### src/rtl/mesi_pkg.sv
package mesi_pkg;

    typedef enum logic [1:0] {
        ST_I = 2'b00,
        ST_S = 2'b01,
        ST_E = 2'b10,
        ST_M = 2'b11
    } line_st_t;

    typedef enum logic [1:0] {
        SQ_IDLE  = 2'b00,
        SQ_LOCAL = 2'b01,
        SQ_SNPWB = 2'b10
    } seq_st_t;

    localparam logic [1:0] RQ_READ  = 2'b00;
    localparam logic [1:0] RQ_WRITE = 2'b01;
    localparam logic [1:0] RQ_FLUSH = 2'b10;

    localparam logic [1:0] SN_READ  = 2'b00;
    localparam logic [1:0] SN_RDX   = 2'b01;
    localparam logic [1:0] SN_INV   = 2'b10;

    localparam logic [2:0] BO_NONE  = 3'b000;
    localparam logic [2:0] BO_RD    = 3'b001;
    localparam logic [2:0] BO_RDX   = 3'b010;
    localparam logic [2:0] BO_INV   = 3'b011;
    localparam logic [2:0] BO_WB    = 3'b100;

endpackage

### src/rtl/mesi_state_array.sv
module mesi_state_array
    import mesi_pkg::*;
#(
    parameter int NUM_LINES = 8,
    localparam int IDX_W = $clog2(NUM_LINES)
) (
    input  logic                             clk,
    input  logic                             rst_n,
    input  logic                             wr_en,
    input  logic [IDX_W-1:0]                 wr_idx,
    input  line_st_t                         wr_st,
    input  logic [IDX_W-1:0]                 rd_a_idx,
    output line_st_t                         rd_a_st,
    input  logic [IDX_W-1:0]                 rd_b_idx,
    output line_st_t                         rd_b_st,
    output logic [NUM_LINES-1:0][1:0]        st_all
);

    line_st_t st_q [NUM_LINES];

    for (genvar g = 0; g < NUM_LINES; g++) begin : g_line
        always_ff @(posedge clk or negedge rst_n) begin
            if (!rst_n) begin
                st_q[g] <= ST_I;
            end else if (wr_en && (wr_idx == IDX_W'(g))) begin
                st_q[g] <= wr_st;
            end
        end

        assign st_all[g] = st_q[g];
    end

    assign rd_a_st = st_q[rd_a_idx];
    assign rd_b_st = st_q[rd_b_idx];

endmodule

### src/rtl/mesi_seq.sv
module mesi_seq
    import mesi_pkg::*;
#(
    parameter int NUM_LINES = 8,
    localparam int IDX_W = $clog2(NUM_LINES)
) (
    input  logic             clk,
    input  logic             rst_n,
    input  logic             req_valid,
    input  logic [1:0]       req_op,
    input  logic [IDX_W-1:0] req_idx,
    input  line_st_t         req_line_st,
    input  logic             snp_valid,
    input  logic [1:0]       snp_op,
    input  logic [IDX_W-1:0] snp_idx,
    input  line_st_t         snp_line_st,
    input  logic             bus_done,
    input  logic             bus_shared_in,
    output logic             req_done,
    output logic             req_hit,
    output logic             req_stall,
    output logic             bus_valid,
    output logic [2:0]       bus_op,
    output logic [IDX_W-1:0] bus_idx,
    output logic             snp_defer,
    output logic             snp_shared,
    output logic             snp_done,
    output logic             wr_en,
    output logic [IDX_W-1:0] wr_idx,
    output line_st_t         wr_st
);

    seq_st_t          fsm_q, fsm_d;
    logic [2:0]       op_q, op_d;
    logic [IDX_W-1:0] idx_q, idx_d;
    line_st_t         fin_q, fin_d;

    // state register
    always_ff @(posedge clk or negedge rst_n) begin
        if (!rst_n) begin
            fsm_q <= SQ_IDLE;
            op_q  <= BO_NONE;
            idx_q <= '0;
            fin_q <= ST_I;
        end else begin
            fsm_q <= fsm_d;
            op_q  <= op_d;
            idx_q <= idx_d;
            fin_q <= fin_d;
        end
    end

    // outputs and next state
    always_comb begin
        fsm_d      = fsm_q;
        op_d       = op_q;
        idx_d      = idx_q;
        fin_d      = fin_q;
        req_done   = 1'b0;
        req_hit    = 1'b0;
        bus_valid  = 1'b0;
        bus_op     = BO_NONE;
        bus_idx    = idx_q;
        snp_defer  = 1'b0;
        snp_shared = 1'b0;
        snp_done   = 1'b0;
        wr_en      = 1'b0;
        wr_idx     = idx_q;
        wr_st      = ST_I;

        unique case (fsm_q)
            SQ_IDLE: begin
                if (snp_valid) begin
                    snp_shared = (snp_line_st != ST_I);
                    wr_idx     = snp_idx;
                    if ((snp_line_st == ST_M) && (snp_op != SN_INV)) begin
                        snp_defer = 1'b1;
                        fsm_d     = SQ_SNPWB;
                        op_d      = BO_WB;
                        idx_d     = snp_idx;
                        fin_d     = (snp_op == SN_READ) ? ST_S : ST_I;
                    end else begin
                        snp_done = 1'b1;
                        if (snp_op == SN_READ) begin
                            wr_en = (snp_line_st == ST_E);
                            wr_st = ST_S;
                        end else begin
                            wr_en = (snp_line_st != ST_I);
                            wr_st = ST_I;
                        end
                    end
                end else if (req_valid) begin
                    wr_idx = req_idx;
                    case (req_op)
                        RQ_READ: begin
                            if (req_line_st != ST_I) begin
                                req_done = 1'b1;
                                req_hit  = 1'b1;
                            end else begin
                                fsm_d = SQ_LOCAL;
                                op_d  = BO_RD;
                                idx_d = req_idx;
                            end
                        end
                        RQ_WRITE: begin
                            if ((req_line_st == ST_M) || (req_line_st == ST_E)) begin
                                req_done = 1'b1;
                                req_hit  = 1'b1;
                                wr_en    = (req_line_st == ST_E);
                                wr_st    = ST_M;
                            end else begin
                                fsm_d = SQ_LOCAL;
                                op_d  = (req_line_st == ST_S) ? BO_INV : BO_RDX;
                                idx_d = req_idx;
                            end
                        end
                        RQ_FLUSH: begin
                            if (req_line_st == ST_M) begin
                                fsm_d = SQ_LOCAL;
                                op_d  = BO_WB;
                                idx_d = req_idx;
                            end else begin
                                req_done = 1'b1;
                                req_hit  = 1'b1;
                            end
                        end
                        default: begin
                            req_done = 1'b1;
                        end
                    endcase
                end
            end
            SQ_LOCAL: begin
                bus_valid = 1'b1;
                bus_op    = op_q;
                if (bus_done) begin
                    req_done = 1'b1;
                    wr_en    = 1'b1;
                    fsm_d    = SQ_IDLE;
                    unique case (op_q)
                        BO_RD:   wr_st = bus_shared_in ? ST_S : ST_E;
                        BO_WB:   wr_st = ST_E;
                        default: wr_st = ST_M;
                    endcase
                end
            end
            SQ_SNPWB: begin
                bus_valid  = 1'b1;
                bus_op     = BO_WB;
                snp_shared = 1'b1;
                snp_defer  = !bus_done;
                if (bus_done) begin
                    snp_done = 1'b1;
                    wr_en    = 1'b1;
                    wr_st    = fin_q;
                    fsm_d    = SQ_IDLE;
                end
            end
            default: begin
                fsm_d = SQ_IDLE;
            end
        endcase

        req_stall = req_valid && !req_done;
    end

endmodule

### src/rtl/mesi_line_ctrl.sv
module mesi_line_ctrl
    import mesi_pkg::*;
#(
    parameter int NUM_LINES = 8,
    localparam int IDX_W = $clog2(NUM_LINES)
) (
    input  logic             clk,
    input  logic             rst_n,
    input  logic             req_valid,
    input  logic [1:0]       req_op,
    input  logic [IDX_W-1:0] req_idx,
    output logic             req_done,
    output logic             req_hit,
    output logic             req_stall,
    output logic [1:0]       req_state,
    output logic             bus_valid,
    output logic [2:0]       bus_op,
    output logic [IDX_W-1:0] bus_idx,
    input  logic             bus_done,
    input  logic             bus_shared_in,
    input  logic             snp_valid,
    input  logic [1:0]       snp_op,
    input  logic [IDX_W-1:0] snp_idx,
    output logic             snp_defer,
    output logic             snp_shared,
    output logic             snp_done
);

    line_st_t                  req_line_st;
    line_st_t                  snp_line_st;
    logic                      wr_en;
    logic [IDX_W-1:0]          wr_idx;
    line_st_t                  wr_st;
    logic [NUM_LINES-1:0][1:0] st_all;

    mesi_state_array #(.NUM_LINES(NUM_LINES)) u_array (
        .clk      (clk),
        .rst_n    (rst_n),
        .wr_en    (wr_en),
        .wr_idx   (wr_idx),
        .wr_st    (wr_st),
        .rd_a_idx (req_idx),
        .rd_a_st  (req_line_st),
        .rd_b_idx (snp_idx),
        .rd_b_st  (snp_line_st),
        .st_all   (st_all)
    );

    mesi_seq #(.NUM_LINES(NUM_LINES)) u_seq (
        .clk           (clk),
        .rst_n         (rst_n),
        .req_valid     (req_valid),
        .req_op        (req_op),
        .req_idx       (req_idx),
        .req_line_st   (req_line_st),
        .snp_valid     (snp_valid),
        .snp_op        (snp_op),
        .snp_idx       (snp_idx),
        .snp_line_st   (snp_line_st),
        .bus_done      (bus_done),
        .bus_shared_in (bus_shared_in),
        .req_done      (req_done),
        .req_hit       (req_hit),
        .req_stall     (req_stall),
        .bus_valid     (bus_valid),
        .bus_op        (bus_op),
        .bus_idx       (bus_idx),
        .snp_defer     (snp_defer),
        .snp_shared    (snp_shared),
        .snp_done      (snp_done),
        .wr_en         (wr_en),
        .wr_idx        (wr_idx),
        .wr_st         (wr_st)
    );

    assign req_state = req_line_st;

endmodule

### config.mk
export PLATFORM = sky130hd
export DESIGN_NAME = mesi_line_ctrl
export DESIGN_NICKNAME = d
export VERILOG_FILES = /design/src/rtl/mesi_pkg.sv /design/src/rtl/mesi_state_array.sv /design/src/rtl/mesi_seq.sv /design/src/rtl/mesi_line_ctrl.sv
export SDC_FILE = /design/constraint.sdc
export NUM_CORES = 1
export LEC_CHECK = 0
export BUFFER_PORTS_ARGS = -buffer_cell sky130_fd_sc_hd__clkbuf_2
export CORE_ASPECT_RATIO = 2
export CORE_MARGIN = 5
export CORE_UTILIZATION = 35
export DETAILED_ROUTE_END_ITERATION = 8
export HOLD_SLACK_MARGIN = 0.15
export SETUP_SLACK_MARGIN = 0.4
export SYNTH_ARGS = -nofsm -noshare
export SYNTH_HDL_FRONTEND = slang
export SYNTH_HIERARCHICAL = 1
export SYNTH_SLANG_ARGS = --single-unit
export TNS_END_PERCENT = 5
### constraint.sdc
create_clock -name clk -period 3.4 [get_ports clk]
set_input_delay 0.51 -clock clk [delete_from_list [all_inputs] [get_ports clk]]
set_output_delay 0.51 -clock clk [all_outputs]
set_load 0.02 [all_outputs]
Yosys cells after proc, flatten, opt, wreduce, memory -nomap -nowiden
Index checks and enable logic that the tools add are counted.
{"block": "totals", "register_bits": 26, "output_inout_bits": 15, "elab_cells": 144}
{"block": "op_classes", "magnitude_cmp": 2, "n_eq_ne": 30, "n_mux": 73, "bitwise": 2, "n_reduce_logical": 25}
{"operator": "$mux 3", "n": 15}
{"operator": "$mux 2", "n": 19}
{"operator": "$mux 1", "n": 23}
{"operator": "$pmux 3 s3", "n": 2}
{"operator": "$eq 3x3->1 const B", "n": 5}
{"operator": "$reduce_and 7->1", "n": 2}
{"operator": "$bmux 2 s3", "n": 2}
{"operator": "$eq 2x2->1 const B", "n": 6}
{"operator": "$pmux 2 s3", "n": 2}
{"operator": "$logic_and 1x1->1", "n": 10}
{"operator": "$pmux 1 s2", "n": 5}
{"operator": "$ne 3x3->1 const B", "n": 3}
{"operator": "$ge 4x4->1 const B", "n": 2}
{"operator": "$ne 4x4->1 const B", "n": 2}
{"operator": "$not 3->4", "n": 2}
{"operator": "$pmux 2 s2", "n": 2}
{"operator": "$eq 2x1->1 const B", "n": 3}
{"operator": "$eq 3x1->1 const B", "n": 2}
{"operator": "$eq 3x2->1 const B", "n": 2}
{"operator": "$logic_not 2->1", "n": 3}
{"operator": "$ne 3x2->1 const B", "n": 2}
{"operator": "$pmux 1 s3", "n": 2}
{"operator": "$pmux 3 s2", "n": 1}
{"operator": "$reduce_bool 2->1", "n": 3}
{"operator": "10 further kinds", "n": 12}

Logic depth before layout (Yosys ltp)
Gate-level depths: netlist (run 1).
{"block": "depth", "word_depth": 13, "mapped_depth": 8, "depth_no_buf": 8}

By module
Netlist (run 1), hierarchy kept.
{"mod": "mesi_seq", "n_inst": 1, "cells_each": 107, "area_each_um2": 928.4}
{"mod": "mesi_state_array", "n_inst": 1, "cells_each": 52, "area_each_um2": 914.6}

Least setup slack after synthesis (run 1)
Ideal clock, no wire load.
{"block": "synth_path", "kind": "input port to output port", "start": "in req_idx[0]", "end": "out req_done", "arrival_time_ns": 2.540, "setup_slack_ns": 0.350, "cell_stages": 6, "n_path_buf": 0, "path_cell_list": "mux4_1 > mux2_2 > a21boi_0 > o31ai_4 > nor2b_1 > o31ai_1"}
{"block": "synth_via", "elab_chain_cells": 11, "word_cells_on_any_way": 15, "cone_classes": "2 x eq/ne; 10 x mux; 1 x bitwise; 2 x reduce/logical"}
{"element": "start, declared", "line_no": "mesi_line_ctrl.sv:11", "source": "input logic [IDX_W-1:0] req_idx,"}
{"element": "$not 3->4 (implied by the code) (*)", "line_no": "mesi_state_array.sv:33", "source": "assign rd_a_st = st_q[rd_a_idx];"}
{"element": "$bmux 2 s3 (*)", "line_no": "mesi_state_array.sv:33"}
{"element": "$mux 2 (implied by the code) (*) (2 in series)", "line_no": "mesi_state_array.sv:33"}
{"element": "via req_state[0]", "line_no": "mesi_line_ctrl.sv:15", "source": "output logic [1:0] req_state,"}
{"element": "$eq 2x2->1, on equally long branches", "line_no": "mesi_seq.sv:106, mesi_seq.sv:118"}
{"element": "$logic_or 1x1->1", "line_no": "mesi_seq.sv:106", "source": "if ((req_line_st == ST_M) || (req_line_st == ST_E)) begin"}
{"element": "$mux 1", "line_no": "mesi_seq.sv:106"}
{"element": "$pmux 1 s3 (*)", "line_no": "mesi_seq.sv:94", "source": "case (req_op)"}
{"element": "$mux 1 (*)", "line_no": "mesi_seq.sv:92", "source": "end else if (req_valid) begin"}
{"element": "$mux 1 (*)", "line_no": "mesi_seq.sv:73", "source": "if (snp_valid) begin"}
{"element": "$pmux 1 s2 (*)", "line_no": "mesi_seq.sv:71", "source": "unique case (fsm_q)"}
{"element": "end, declared", "line_no": "mesi_line_ctrl.sv:12", "source": "output logic req_done,"}
The timed path passes the listed nets; every way through them passes the cells marked *. The select of a mux whose other input is x is not followed.

Worst setup path in the final report (run 1)
{"block": "layout_path", "start": "in req_idx[0]", "end": "out req_stall"}
{"block": "layout_via", "elab_chain_cells": 13, "word_cells_on_any_way": 17, "cone_classes": "2 x eq/ne; 10 x mux; 1 x bitwise; 4 x reduce/logical"}
{"element": "$not 3->4 (implied by the code) (*)", "line_no": "mesi_state_array.sv:33"}
{"element": "$bmux 2 s3 (*)", "line_no": "mesi_state_array.sv:33"}
{"element": "$mux 2 (implied by the code) (*) (2 in series)", "line_no": "mesi_state_array.sv:33"}
{"element": "$eq 2x2->1, on equally long branches", "line_no": "mesi_seq.sv:106, mesi_seq.sv:118"}
{"element": "$logic_or 1x1->1", "line_no": "mesi_seq.sv:106"}
{"element": "$mux 1", "line_no": "mesi_seq.sv:106"}
{"element": "$pmux 1 s3 (*)", "line_no": "mesi_seq.sv:94"}
{"element": "$mux 1 (*)", "line_no": "mesi_seq.sv:92"}
{"element": "$mux 1 (*)", "line_no": "mesi_seq.sv:73"}
{"element": "$pmux 1 s2 (*)", "line_no": "mesi_seq.sv:71"}
{"element": "$logic_not 1->1 (*)", "line_no": "mesi_seq.sv:164", "source": "req_stall = req_valid && !req_done;"}
{"element": "$logic_and 1x1->1 (*)", "line_no": "mesi_seq.sv:164"}
{"element": "end, declared", "line_no": "mesi_line_ctrl.sv:14", "source": "output logic req_stall,"}
Every way passes the cells marked *; elsewhere a longest branch is shown, timed or not. The select of a mux whose other input is x is not followed.

==> results of run 1 <==
==> worst max-delay path: stages <==
cell      delay [ns]
clkbuf_4        0.16
mux4_1          0.55
mux2_4          0.32
a211o_1         0.27
o31ai_4         0.10
nor2b_4         0.23
o311a_1         0.14
buf_2           0.16
==> registers in the layout, indices dropped and copies added, names as in the netlist <==
| name | flops |
|---|---|
| u_seq/bus_idx | 3 |
| u_array/st_all | 16 |
| u_seq/fin_q | 1 |
| u_seq/fsm_q | 2 |
| u_seq/op_q | 3 |
==> cell usage in the layout, fill, tap and decap left out, drive strengths merged, types with 2 or more instances in the layout <==
master	n
clkbuf	33
mux2	27
dfrtp	25
inv	10
nand2	10
a21oi	8
ha	8
mux4	8
o22ai	6
nand4b	4
o21ai	4
nor2	4
buf	4
a31oi	4
and4bb	3
nand2b	3
nor2b	3
o31ai	3
and3	2
nor4	2
mux2i	2
nor4b	2
a21boi	2
nor3	2
==> report_power, final <==
part           total [µW]  internal (µW)  switching [µW]
registers             509            397             112
logic                 695            327             368
clock network         179           83.8            95.0
==> cells in the mapped netlist (2+ instances only) <==
master | count | share of area, %
mux2_4 | 3 | 2.4
and4bb_2 | 3 | 2.0
nor4b_1 | 2 | 0.95
o31ai_1 | 2 | 0.81
mux2i_1 | 2 | 1.1
mux4_1 | 8 | 11
o21ai_0 | 4 | 1.1
nand2_1 | 9 | 1.8
dfrtp_1 | 25 | 34
ha_1 | 8 | 5.4
a31oi_1 | 4 | 1.4
nor4_1 | 2 | 0.68
nor2b_1 | 3 | 1.0
nor2_1 | 4 | 0.81
a21oi_1 | 8 | 2.2
and3_1 | 2 | 0.68
nand4b_1 | 4 | 1.9
nand2b_1 | 3 | 1.0
o22ai_1 | 6 | 2.0
inv_1 | 10 | 2.0
mux2_2 | 24 | 15
==> path summary, 6_finish.rpt <==
check | start | end | cells past startpoint
worst max-delay path | req_idx[0] | req_stall | 8
worst min-delay path | rst_n | u_seq/fsm_q[0] | 1
worst max register to register | u_array/st_all[7] | u_array/st_all[9] | 8
worst min register to register | u_seq/fin_q[0] | u_seq/fin_q[0] | 2
max in group asynchronous | rst_n | u_seq/bus_idx[1] | 1
min in group clk | snp_op[1] | u_seq/fin_q[0] | 2
==> repair_timing <==
action	CTS	global route
cloned	0	0
resized for setup	6	6
endpoints found under the setup margin	3	10
==> cell type report <==
cell class	count	area, µm²	area share [%]
multi-input combinational	122	1200	55.7
sequential	25	626	29.0
clock buffer	4	45.0	2.09
timing repair buffer	33	175	8.13
inverter	10	37.5	1.74
tap	58	72.6	3.37
==> per-layer routing <==
metal	part of all wire (%)	vias to the layer above	GRT usage, %
met1	35	734	16.2
met5	0	-	0
met4	3.2	0	7.09
li1	-	691	-
met2	56	55	27.4
met3	5.3	17	2.07
==> through the flow <==
stage | cell area, µm² | hold WS (ns) | setup slack (ns) | std cells | total power, µW
3_3_place_gp | 2080 | 0.477 | 0.0987 | 248 | 1170
6_report | 2160 | 0.254 | 0.449 | 252 | 1380
3_5_place_dp | 2080 | 0.493 | 0.113 | 248 | 1190
5_1_grt | 2160 | 0.309 | 0.365 | 252 | 1470
4_1_cts | 2150 | 0.285 | 0.405 | 252 | 1380
2_1_floorplan | 1850 | 0.214 | 0.379 | 159 | 951
==> cell families after synthesis <==
| kind of cell | Yosys count |
|---|---|
| AOI/OAI and AO/OA | 35 |
| and+or+nand+nor | 42 |
| buffers and inverters | 12 |
| DFF | 25 |
| muxes | 37 |
| adders and majority gates | 8 |
==> impl_metrics.py, run 1 <==
metrics = {
    "routing": {
        "num_vias": 1497,
        "wl_per_cell_um": 19.9,
        "drt_wl_total_um": 5030,
        "drc": 0,
        "vias_per_cell": 5.94,
        "first_iter_violations": 63,
        "drt_first_pass_iters": 4,
        "ant_nets": 0,
    },
    "sta": {
        "fin_crit_ns": 2.95,
        "period_share_pct": 86.8,
        "slew_headroom_pct": 53.3,
        "fmax_ghz": 0.339,
        "setup-tns-final_ns": 0,
        "finalHoldViolCount": 0,
        "rsz0062_at_grt": "true",
        "slew_violations": 0,
        "max_slew.worst_pin.slew_ns": 0.701,
        "skew_ns": 0.00535,
        "finalSetupViolations": 0,
    },
    "synthesis": {
        "synth_compound_area_share_pct": 13.9,
        "muxShareOfSynthArea_pct": 29.6,
        "synth_xor_xnor_area_share_pct": 0,
        "synth-edff-count": 0,
        "ys_warn_count": 6,
        "synth_simple_gate_area_share_pct": 14.6,
        "synth_cells": 159,
        "synth-main-ff-cell": "dfrtp_1",
        "synth_fa_ha_area_share_pct": 5.43,
        "ys_ff_latch": 25,
        "synthDistinctLibCells": 44,
        "avgSynthCellArea_um2": 11.6,
        "mappedNetlistArea_mm2": 0.00184,
        "synthArstFlopShare_pct": 100,
        "synth_top_family_by_area": "multiplexers",
        "ys_seq_area_share_pct": 33.9,
        "syn_nets": 183,
    },
    "pwr": {
        "ir_worst_vdd_uv": 320,
        "p_per_area_mw_per_mm2": 642,
        "p_leak_uw": 0.00105,
    },
    "worst_setup_path": {
        "regToRegSetupSlack_ns": 0.59,
        "crit_arrival_ns": 2.44,
        "timing_worst_setup_path_type": "in2out",
        "critPathRequiredTime_ns": 2.89,
        "end_kind": "primary output",
        "crit_path_max_fanout": 6,
        "crit_path_start_kind": "primary input",
    },
    "layout": {
        "diodes": 0,
        "nNetsFinal": 219,
        "final_util_pct": 42.0,
        "area_growth_pct": 17.0,
        "drive_above_1_share_pct": 40.2,
        "fillers": 495,
    },
    "global_route": {
        "grt_first_pass_wirelength_um": 7850,
        "grt_usage_pct": 15.2,
        "grt_max_degree": 26,
        "grt_overflow": 0,
        "grt_pass1_vias": 1564,
        "antenna_found_initial": 0,
    },
    "cts": {
        "clk_latency_ns": 0.27,
        "clockBufferDepth": 2,
        "numCtsBuffers": 3,
        "clkTransAtPathRegs_ns": 0.09,
        "cts-root-buf": "clkbuf_8",
        "htree_levels": 1,
        "clock_sinks": 25,
        "cts_tree": "yes",
        "cts_post_setup_buffers_inserted": 0,
        "ctsHoldBuffers": 0,
    },
    "worst_hold_path": {
        "hp-class": "in2async",
    },
    "placed_design": {
        "io_buffer_count": 30,
        "dp_hpwl_um": 4030,
        "gp_congestion": 0.852,
    },
    "flow_run": {
        "drv_cap": 0,
    },
    "floorplan": {
        "pin_count": 31,
        "die-area_mm2": 0.00690,
        "start_util_pct": 35.9,
        "row_count": 37,
        "dieWidth_um": 61.3,
        "design.core.area_mm2": 0.00514,
        "dieHeight_um": 113,
    },
    "run_status": {
        "outcome": "finished, final reports clean",
    },
}
(Power assumes the default switching activity.)
==> run 2, diff against run 1 <==
CTS_CLUSTER_DIAMETER = 60   (was not set)
RECOVER_POWER = 100   (was not set)
==> run 2 against run 1 <==
  * Clock skew up 0.00059 ns
  * Die area unchanged
  * Clock power about the same
  * Non-clock buffer count unchanged
  * Sequential power about the same
  * Via count up 0.27%
  * Sequential share of layout area up 0.74 points
  * Critical path type unchanged
  * Global-route usage unchanged
  * Worst setup slack worse by 0.20 ns
  * Fmax down 6.3%
  * Cell count unchanged
==> impl_metrics.py, run 2 (synthesized netlist as in run 1, its figures left out) <==
metrics = {
    "layout": {
        "final_cell_mix": "25 x dfrtp_1, 21 x mux2_2, 17 x clkbuf_1",
        "seq_area_um2": 626,
        "final_util_pct": 40.9,
        "drive_above_1_share_pct": 28.9,
        "multiInputGateArea_mm2": 0.00117,
        "fillers": 508,
        "diodes": 0,
        "final_common_cell": "dfrtp_1",
        "nNetsFinal": 219,
        "area_growth_pct": 14.1,
        "largest_reg_flops": 16,
    },
    "pwr": {
        "ir_worst_vdd_uv": 303,
        "p_per_area_mw_per_mm2": 644,
        "p_leak_uw": 0.000979,
    },
    "floorplan": {
        "dieWidth_um": 61.3,
        "row_count": 37,
        "start_util_pct": 35.9,
        "dieHeight_um": 113,
        "design.core.area_mm2": 0.00514,
        "die-area_mm2": 0.00690,
        "pin_count": 31,
    },
    "global_route": {
        "antenna_found_initial": 0,
        "grt_pass1_vias": 1564,
        "grt_usage_pct": 15.2,
        "grt_max_degree": 26,
        "grt_first_pass_wirelength_um": 7850,
        "grt_overflow": 0,
    },
    "routing": {
        "drc": 0,
        "wl_per_cell_um": 20.0,
        "vias_per_cell": 5.96,
        "num_vias": 1501,
        "drt_first_pass_iters": 4,
        "first_iter_violations": 96,
        "drt_wl_total_um": 5050,
        "ant_nets": 0,
    },
    "cts": {
        "clk_latency_ns": 0.27,
        "htree_levels": 1,
        "numCtsBuffers": 3,
        "clockBufferDepth": 2,
        "clkTransAtPathRegs_ns": 0.08,
        "cts_tree": "yes",
        "clock_sinks": 25,
        "cts-root-buf": "clkbuf_8",
    },
    "sta": {
        "skew_ns": 0.00595,
        "rsz0062_at_grt": "true",
        "finalSetupViolations": 0,
        "fin_crit_ns": 3.15,
        "setup-tns-final_ns": 0,
        "max_slew.worst_pin.slew_ns": 1.40,
        "fmax_ghz": 0.317,
        "slew_violations": 0,
        "period_share_pct": 92.7,
        "finalHoldViolCount": 0,
        "slew_headroom_pct": 6.38,
    },
    "placed_design": {
        "dp_hpwl_um": 4030,
        "gp_congestion": 0.852,
        "io_buffer_count": 30,
    },
    "worst_hold_path": {
        "hp-class": "in2reg",
    },
    "worst_setup_path": {
        "critPathRequiredTime_ns": 2.89,
        "slowest_stage": "mux4_1",
        "path_buf_inv": 2,
        "timing_worst_setup_path_type": "in2out",
        "crit_arrival_ns": 2.64,
        "crit_family": "multiplexers",
        "max_stage_delay_ns": 0.65,
        "worstPathCellList": "clkbuf_1 -> mux4_1 -> mux2_1 -> and2_1 -> a21oi_1 -> a21o_1 -> clkbuf_1",
        "crit_top_cell": "clkbuf_1",
        "end_kind": "primary output",
        "crit_path_start_kind": "primary input",
        "crit_path_max_fanout": 6,
    },
    "flow_run": {
        "drv_cap": 0,
    },
    "run_status": {
        "outcome": "finished, final reports clean",
    },
}
==> run 2: per-layer routing <==
layer	vias to the layer above	GRT usage, %	share of wire (%)	wire length, µm
met1	728	16.2	35	1780
met3	16	2.07	5.5	280
met2	64	27.4	56	2830
li1	693	-	-	-
met4	0	7.09	3.1	159
met5	-	0	0	0
==> run 2: layout make-up <==
class	instances	area share (%)
sequential	25	29.8
inverter	10	1.79
multi-input combinational	122	55.6
timing repair buffer	33	7.26
clock buffer	4	2.14
tap	58	3.45
==> run 2: final timing paths <==
check	from	to	slack, ns	cells after the start
hold reg to reg	u_seq/fin_q[0]	u_seq/fin_q[0]	0.51	2
hold / removal	snp_op[1]	u_seq/fin_q[0]	0.48	2
setup / recovery	snp_idx[0]	snp_done	0.25	7
min in group asynchronous	rst_n	u_seq/fsm_q[0]	0.55	1
setup reg to reg	u_array/st_all[7]	u_array/st_all[1]	0.51	8
max in group asynchronous	rst_n	u_seq/bus_idx[1]	2.02	1
==> run 2: metrics by stage <==
step | power, µW | instances | instance area [µm²] | setup WS [ns] | hold slack (ns)
after floorplan | 951 | 159 | 1850 | 0.379 | 0.214
after global placement | 1170 | 248 | 2080 | 0.0987 | 0.477
after detailed placement | 1190 | 248 | 2080 | 0.113 | 0.493
after CTS | 1380 | 252 | 2150 | 0.405 | 0.285
after global routing | 1440 | 252 | 2100 | 0.183 | 0.486
final | 1350 | 252 | 2100 | 0.250 | 0.483
==> run 2: where the power goes <==
part	internal (µW)	switching, µW	total [µW]
Clock	83.8	94.1	178
Combinational	304	363	667
Sequential	397	112	509
Total	785	569	1350
==> run 2: what timing repair did <==
action | in CTS | in global routing
endpoints found under the setup margin | 3 | 10
buffers inserted | 0 | 0
hold endpoints to repair | 0 | 0
hold buffers | 0 | 0
gates resized for setup | 6 | 6
pin swaps | 0 | 0
==> run 2: worst register-to-register path, stage by stage (launching register included) <==
cell	delay, ns
dfrtp_1	0.42
mux4_1	0.50
mux2_2	0.32
nand2b_1	0.15
a311o_2	0.38
a31oi_1	0.22
nor4b_2	0.28
clkbuf_1	0.19
mux2_2	0.35
==> run 3, diff against run 2 <==
ABC_AREA = 1   (was not set)
==> run 3 against run 2 <==
  * Wire length increased by 19%
  * Hold slack worse by 0.021 ns
  * Critical endpoint is now req_stall
  * Via count rose by 46%
  * Largest power group unchanged
  * Highest routed layer unchanged
==> impl_metrics.py, run 3 <==
metrics = {
    "run_status": {
        "outcome": "finished, final reports clean",
    },
    "routing": {
        "wl_per_cell_um": 14.1,
        "drt_wl_total_um": 6030,
        "ant_nets": 0,
        "drc": 0,
        "num_vias": 2184,
        "drt_first_pass_iters": 4,
        "vias_per_cell": 5.10,
        "first_iter_violations": 61,
    },
    "placed_design": {
        "io_buffer_count": 30,
        "placed_cell_area_mm2": 0.00226,
        "gp_congestion": 0.936,
        "dp_hpwl_um": 5090,
    },
    "layout": {
        "nNetsFinal": 392,
        "final_cell_mix": "137 x nand2_1, 51 x inv_1, 37 x nand3_1",
        "area_growth_pct": 11.6,
        "fillers": 646,
        "stdcell_area_mm2": 0.00230,
        "diodes": 0,
        "largest_reg_flops": 16,
        "final_common_cell": "nand2_1",
        "drive_above_1_share_pct": 8.99,
    },
    "synthesis": {
        "avgSynthCellArea_um2": 6.13,
        "mappedNetlistArea_mm2": 0.00206,
        "yosysMostFrequentCell": "nand2_1",
        "synth-edff-count": 0,
        "synthDistinctLibCells": 23,
        "ys_ff_latch": 25,
        "syn_nets": 360,
        "yosys-top-cells-area": "dfrtp_1 30%, nand2_1 25%, nand3_1 9.0%",
        "synthArstFlopShare_pct": 100,
        "synth-main-ff-cell": "dfrtp_1",
        "synthTopCellsByCount": "136 x nand2_1, 48 x inv_1, 37 x nand3_1",
        "synth_cells": 336,
        "ys_seq_area_share_pct": 30.4,
        "synth_top_area_share_pct": 30.4,
        "ys_warn_count": 6,
        "synth_largest_area_cell": "dfrtp_1",
    },
    "sta": {
        "fmax_ghz": 0.357,
        "slew_headroom_pct": 8.11,
        "skew_ns": 0.00237,
        "slew_violations": 0,
        "rsz0062_at_grt": "false",
        "fin_crit_ns": 2.80,
        "finalSetupViolations": 0,
        "finalHoldViolCount": 0,
        "max_slew.worst_pin.slew_ns": 1.38,
        "period_share_pct": 82.3,
        "setup-tns-final_ns": 0,
    },
    "pwr": {
        "combPwrFrac_pct": 53.1,
        "p_per_area_mw_per_mm2": 716,
        "ir_worst_vdd_uv": 304,
        "p_leak_uw": 0.00128,
        "swShare_pct": 49.4,
        "pwr-share-seq_pct": 30.7,
        "p_int_uw": 833,
        "power.switching_uw": 814,
        "p_clk_share_pct": 16.2,
    },
    "worst_setup_path": {
        "crit_path_start_kind": "primary input",
        "worstPathCellList": "clkbuf_1 -> inv_1 -> nand2_1 -> nand3_1 -> nand2_1 -> nand2_1 -> nand2_1 -> nand2_1 -> nand2_1 -> nand2_1 -> nor2_1 -> nand2_1 -> nand2_1 -> nand2_1 -> nor2_1 -> clkbuf_2",
        "timing_worst_setup_path_type": "in2out",
        "max_stage_delay_ns": 0.30,
        "end_kind": "primary output",
        "crit_arrival_ns": 2.29,
        "crit_top_cell": "nand2_1",
        "critPathRequiredTime_ns": 2.89,
        "slowest_stage": "clkbuf_1",
        "crit_path_max_fanout": 10,
    },
    "floorplan": {
        "dieHeight_um": 119,
        "row_count": 39,
        "design.core.area_mm2": 0.00571,
        "start_util_pct": 36.1,
        "pin_count": 31,
        "dieWidth_um": 64.3,
        "die-area_mm2": 0.00762,
    },
    "cts": {
        "clock_sinks": 25,
        "clockBufferDepth": 2,
        "numCtsBuffers": 3,
        "ctsHoldBuffers": 0,
        "htree_levels": 1,
        "cts_resized": 0,
        "cts_tree": "yes",
        "cts_post_setup_buffers_inserted": 0,
        "clk_latency_ns": 0.26,
        "cts-root-buf": "clkbuf_16",
        "clkTransAtPathRegs_ns": 0.06,
    },
    "global_route": {
        "grt_overflow": 0,
        "grt_usage_pct": 16.5,
        "grt_first_pass_wirelength_um": 10000,
        "grt_pass1_vias": 2228,
        "antenna_found_initial": 0,
        "grt_max_degree": 26,
    },
    "flow_run": {
        "drv_cap": 0,
    },
    "worst_hold_path": {
        "hp-class": "in2reg",
    },
}
-- run 3: logic make-up (layout without fill, tap and decap cells) --
logic type               count (synthesis)  count (layout)  synth area share [%]
adder cells (fa/ha/maj)                  8               8                  4.86
AND/OR/NAND/NOR                        206             206                  43.7
flip-flops                              25              25                  30.4
AO/OA/AOI/OAI                           34              34                  8.93
buffers and inverters                   63              94                  12.1
-- run 3: cell type report --
class | instances | area, µm² | share of cell area [%]
multi-input combinational | 248 | 1160 | 50.4
sequential | 25 | 626 | 27.2
inverter | 60 | 228 | 9.90
timing repair buffer | 30 | 133 | 5.77
clock buffer | 4 | 78.8 | 3.43
tap | 61 | 76.3 | 3.32
-- run 3: power by group through the flow --
| stage | Sequential (µW) | Clock, µW | Combinational (µW) |
|---|---|---|---|
| floorplan | 506 | 0 | 651 |
| global placement | 509 | 0 | 924 |
| detailed placement | 512 | 0 | 925 |
| CTS | 508 | 277 | 928 |
| global route | 524 | 284 | 991 |
| finish | 505 | 267 | 875 |
-- run 3: worst max-delay path: cells and delay by family --
family / cells / cell delay [ns]
AND/OR/NAND/NOR: 13 / 1.11
buffers and inverters: 3 / 0.68
-- run 3: worst paths after layout --
kind	slack, ns	from	cells after the start	endpoint
min reg2reg	0.49	u_array/st_all[6]	2	u_array/st_all[6]
max in group asynchronous	2.05	rst_n	1	u_array/st_all[8]
max	0.60	req_idx[0]	16	req_stall
min in group asynchronous	0.55	rst_n	1	u_array/st_all[6]
max reg2reg	1.00	u_seq/fsm_q[0]	9	u_array/st_all[14]
min	0.46	snp_op[1]	2	u_seq/fin_q[0]
-- run 3: routing by layer --
| metal | GRT usage, % | vias up | share of wire [%] |
|---|---|---|---|
| li1 | - | 1102 | - |
| met1 | 14.9 | 1002 | 34 |
| met2 | 31.2 | 56 | 56 |
| met3 | 1.52 | 24 | 3.0 |
| met4 | 13.0 | 0 | 6.7 |
| met5 | 0 | - | 0 |
-- run 3: per-stage QoR --
step                power (µW)  hold WS, ns  instances  util [%]  worst slack (ns)
floorplan                 1160        0.214        336         -             0.778
global placement          1430        0.475        424      39.7             0.940
detailed placement        1440        0.476        424      39.7             0.871
CTS                       1710        0.294        428      41.0             0.864
global route              1800        0.469        428      40.3             0.294
finish                    1650        0.462        428      40.3             0.601
